$ cat src/rtl/rpr_pkg.sv
package rpr_pkg;
  localparam int unsigned DEF_LINES   = 8;
  localparam int unsigned DEF_CASCADE = 2;
endpackage

$ cat src/rtl/rpr_prio_enc.sv
module rpr_prio_enc #(
  parameter int unsigned N  = rpr_pkg::DEF_LINES,
  parameter int unsigned IW = $clog2(N),
  parameter int unsigned PW = $clog2(N + 1)
) (
  input  logic [N-1:0]  vec,
  input  logic [IW-1:0] base,
  output logic [PW-1:0] prio
);
  logic [N-1:0] rot;

  // rot[i] is the line at offset i from the base
  always_comb begin
    for (int i = 0; i < N; i++) begin
      logic [IW-1:0] k;
      k = IW'(i) + base;
      rot[i] = vec[k];
    end
  end

  always_comb begin
    prio = PW'(N);
    for (int i = N - 1; i >= 0; i--) begin
      if (rot[i]) prio = PW'(i);
    end
  end
endmodule

$ cat src/rtl/rpr_isr_filter.sv
module rpr_isr_filter #(
  parameter int unsigned N          = rpr_pkg::DEF_LINES,
  parameter int unsigned CASCADE    = rpr_pkg::DEF_CASCADE,
  parameter bit          IS_PRIMARY = 1'b1
) (
  input  logic [N-1:0] isr,
  input  logic         nest_en,
  output logic [N-1:0] isr_eff
);
  localparam logic [N-1:0] CASC_BIT = N'(1) << CASCADE;

  generate
    if (IS_PRIMARY) begin : g_primary
      assign isr_eff = nest_en ? (isr & ~CASC_BIT) : isr;
    end else begin : g_secondary
      logic unused_nest;
      assign unused_nest = nest_en;
      assign isr_eff = isr;
    end
  endgenerate
endmodule

$ cat src/rtl/rot_prio_resolver.sv
module rot_prio_resolver #(
  parameter int unsigned N_LINES    = rpr_pkg::DEF_LINES,
  parameter int unsigned CASCADE    = rpr_pkg::DEF_CASCADE,
  parameter bit          IS_PRIMARY = 1'b1,
  localparam int unsigned IW = $clog2(N_LINES),
  localparam int unsigned PW = $clog2(N_LINES + 1)
) (
  input  logic               clk,
  input  logic               rst_n,
  input  logic [N_LINES-1:0] req,
  input  logic [N_LINES-1:0] mask,
  input  logic [N_LINES-1:0] isr,
  input  logic [IW-1:0]      base,
  input  logic               nest_en,
  output logic               irq_valid,
  output logic [IW-1:0]      irq_line,
  output logic               cpu_irq
);
  logic [N_LINES-1:0] cand;
  logic [N_LINES-1:0] isr_eff;
  logic [PW-1:0]      cand_prio;
  logic [PW-1:0]      cur_prio;
  logic               win;
  logic [IW-1:0]      win_line;

  assign cand = req & ~mask;

  rpr_isr_filter #(.N(N_LINES), .CASCADE(CASCADE), .IS_PRIMARY(IS_PRIMARY)) u_filt (
    .isr(isr), .nest_en(nest_en), .isr_eff(isr_eff)
  );

  rpr_prio_enc #(.N(N_LINES)) u_enc_cand (.vec(cand),    .base(base), .prio(cand_prio));
  rpr_prio_enc #(.N(N_LINES)) u_enc_cur  (.vec(isr_eff), .base(base), .prio(cur_prio));

  // empty candidate set yields N, which can never be below cur_prio (at most N)
  assign win      = cand_prio < cur_prio;
  assign win_line = cand_prio[IW-1:0] + base;

  always_ff @(posedge clk or negedge rst_n) begin
    if (!rst_n) begin
      irq_valid <= 1'b0;
      irq_line  <= '0;
    end else begin
      irq_valid <= win;
      irq_line  <= win ? win_line : '0;
    end
  end

  assign cpu_irq = irq_valid;
endmodule

$ cat config.mk
export PLATFORM = sky130hd
export DESIGN_NAME = rot_prio_resolver
export DESIGN_NICKNAME = d
export VERILOG_FILES = /design/src/rtl/rpr_pkg.sv /design/src/rtl/rpr_prio_enc.sv /design/src/rtl/rpr_isr_filter.sv /design/src/rtl/rot_prio_resolver.sv
export SDC_FILE = /design/constraint.sdc
export NUM_CORES = 1
export LEC_CHECK = 0
export BUFFER_PORTS_ARGS = -buffer_cell sky130_fd_sc_hd__buf_2
export CAP_MARGIN = 10
export CELL_PAD_IN_SITES_DETAIL_PLACEMENT = 1
export CELL_PAD_IN_SITES_GLOBAL_PLACEMENT = 1
export CORE_ASPECT_RATIO = 1.75
export CORE_MARGIN = 2
export CORE_UTILIZATION = 41
export CTS_BUF_LIST = sky130_fd_sc_hd__clkbuf_4 sky130_fd_sc_hd__clkbuf_8
export DETAILED_ROUTE_END_ITERATION = 10
export PLACE_DENSITY = 0.9
export SETUP_SLACK_MARGIN = 0.4
export SLEW_MARGIN = 20
export SYNTH_ARGS = -nofsm -noshare
export SYNTH_HDL_FRONTEND = slang
export SYNTH_SLANG_ARGS = --single-unit
$ cat constraint.sdc
create_clock -name clk -period 0.8 [get_ports clk]
set_clock_uncertainty 0.05 [all_clocks]
set_input_delay 0 -clock clk [delete_from_list [all_inputs] [get_ports clk]]
set_output_delay 0 -clock clk [all_outputs]
set_load 0.05 [all_outputs]
==> run metrics <==
Die ar.=0.00353 mm2; IO buf count=34; Mean Syn Cell Area=10.4 um2; GRT Resource Usage Total=33.4%; register area share after synthesis=7.98%; routability cong.=0.834; clk buf depth=2; hold_ws=0.0737 ns; proportion of layout cells with a drive suffix above 1=72.2%; Worst setup SP type=primary input; top_reg_cell synth=dfrtp_1; drt initial violations=60; global route overflow=0; Core Region=0.00293 mm2; Vias=1484; Net Count, Synth=158; Final TNS setup=-7.17 ns; arrival time worst endpoint=2.71 ns; Worst Max-Slew Pin Slew=0.550 ns; Yosys reg bits=4; initial antenna violation count=1; Die H=77.2 um; maxcap violations=0; P_leak=0.888 nW; failing checks=negative setup slack; Final Cycle Share=333%; largest net degree at the start of global routing=12; fin crit period=2.66 ns; Post-synth EDFFs=0; detailed-placement wirelength estimate=3600 um; total CTS buffers=3; # setup viols final=7; root buffer cell=clkbuf_8; cell area after synthesis=0.00125 mm2; 1st-pass router iterations=4; CTS Sinks=4; asr flop ratio synth=100%; run status=finished, violations left; post-synth cell types=44; Mapped Cells=121; Worst setup EP type=flip-flop; FILL cells=301; Max FO, Critical Path=8; overall routed net length=6300 um; Cell Rows=26; synth warn=0; Avg Vias per Cell=6.65; Hold Fails Final Rpt=0; Post-route DRC=0; RSZ-0062 raised after global routing=yes; Initial Util=42.8%; max frequency=375 MHz; worst IR drop on VDD=1100 uV; Clk pin slew, worst setup/hold paths=0.04 ns; vias in the first global route=1653; Slew headroom=62.8%; final total power=3.57 mW; Routed Antenna Nets=0; drt wl/cell=28.3 um; Worst Hold Class=primary input to asynchronous set/reset pin; Ports=35; Layout Nets=232; CTS H-tree depth=1; area grow syn2layout=63.7%; commonest non-fill, non-tap cells in the layout=buf_4, buf_2, mux4_2, nand2b_1, buf_6; TritonCTS clock tree=built; CP Class=primary input to flip-flop; commonest non-fill, non-tap cell in the layout=buf_4; Die Width=45.8 um; pwr/cell area=1740 mW/mm2; first-pass GRT wire length=8560 um; Slew Viols, Final=0; CP required=0.84 ns; setup slack after layout=-1.86 ns
## synthesized netlist by cell type, types with 2 or more instances
master	instances	area [um2]
nand3_1	4	20.0
ha_1	6	75.1
mux4_2	13	293
nor2_1	6	22.5
nand2_1	6	22.5
xnor2_1	2	17.5
o21ai_0	5	25.0
mux2i_1	7	70.1
dfrtp_1	4	100
mux2_2	7	78.8
buf_4	2	15.0
inv_1	4	15.0
nor2b_1	5	31.3
nor4bb_1	2	20.0
nand2b_1	12	75.1
inv_2	2	7.51
a21oi_1	4	20.0
buf_6	3	33.8
clkbuf_1	2	7.51
## registers in the layout, indices dropped and copies added (netlist names)
name	flops
irq_line	3
cpu_irq	1
## stage by stage
stage          setup WS, ns  utilization, %  cells  instance area (um2)
6_report              -1.86            70.1    223                 2050
3_5_place_dp          -2.06            57.3    207                 1680
3_3_place_gp          -1.87            57.3    207                 1680
5_1_grt               -1.92            70.1    223                 2050
2_1_floorplan         -1.94               -    121                 1340
4_1_cts               -1.73            64.7    219                 1890
## layout make-up
class                      instances  area (um2)  area share (%)
inverter                           6        36.3            1.77
clock buffer                       4        48.8            2.38
tap                               28        35.0            1.71
timing repair buffer              76         557            27.1
antenna                            1        2.50           0.122
multi-input combinational        104        1270            62.0
sequential                         4         101            4.94
## critical path, cell delays in order
cell and delay, ns:
clkbuf_4 0.22, buf_4 0.23, clkinvlp_4 0.22, mux4_2 0.34, mux2i_2 0.11, o21ai_0 0.26, a21oi_1 0.11, nor2_1 0.12
ha_1 0.16, inv_1 0.06, fa_1 0.43, xnor2_1 0.23, xnor2_1 0.15, a21oi_1 0.06
## repair_timing
action	CTS	global route
setup endpoints to repair	9	9
endpoints found under the hold margin	4	0
buffers inserted	7	3
hold buffers	1	0
pin swaps	7	11
gates resized for setup	27	32
## per-layer routing
| layer | GRT usage (%) | up-vias | wire length [um] |
|---|---|---|---|
| met5 | 0 | - | 0 |
| met4 | 18.9 | 0 | 438 |
| met3 | 4.47 | 34 | 346 |
| met2 | 60.3 | 99 | 3390 |
| met1 | 33.6 | 742 | 2130 |
| li1 | - | 609 | - |
## path summary, 6_finish.rpt
kind                          from           to  slack [ns]  cells after the start
max in group asynchronous    rst_n      cpu_irq        0.49                      2
worst min-delay path         rst_n  irq_line[2]        0.07                      2
min in group clk           base[0]  irq_line[0]        0.31                      4
worst max-delay path       base[2]  irq_line[2]       -1.86                     14
## power by group
part           switching [mW]  leakage (nW)  internal, mW
clock                   0.133        0.0262         0.376
sequential             0.0589        0.0497         0.297
combinational            1.47         0.812          1.24
total                    1.66         0.888          1.91
## cell families (layout without fill, tap and decap cells)
group	after synthesis	after routing	share of synthesized area (%)
compound gates	20	20	13.3
xor+xnor	4	4	3.99
fa+ha+maj	7	7	7.58
buf+inv	13	86	6.29
flops	4	4	7.98
mux	29	29	38.2
other cells	0	1	0
simple gates	44	44	22.7
Power figures use the tool's default switching activity.
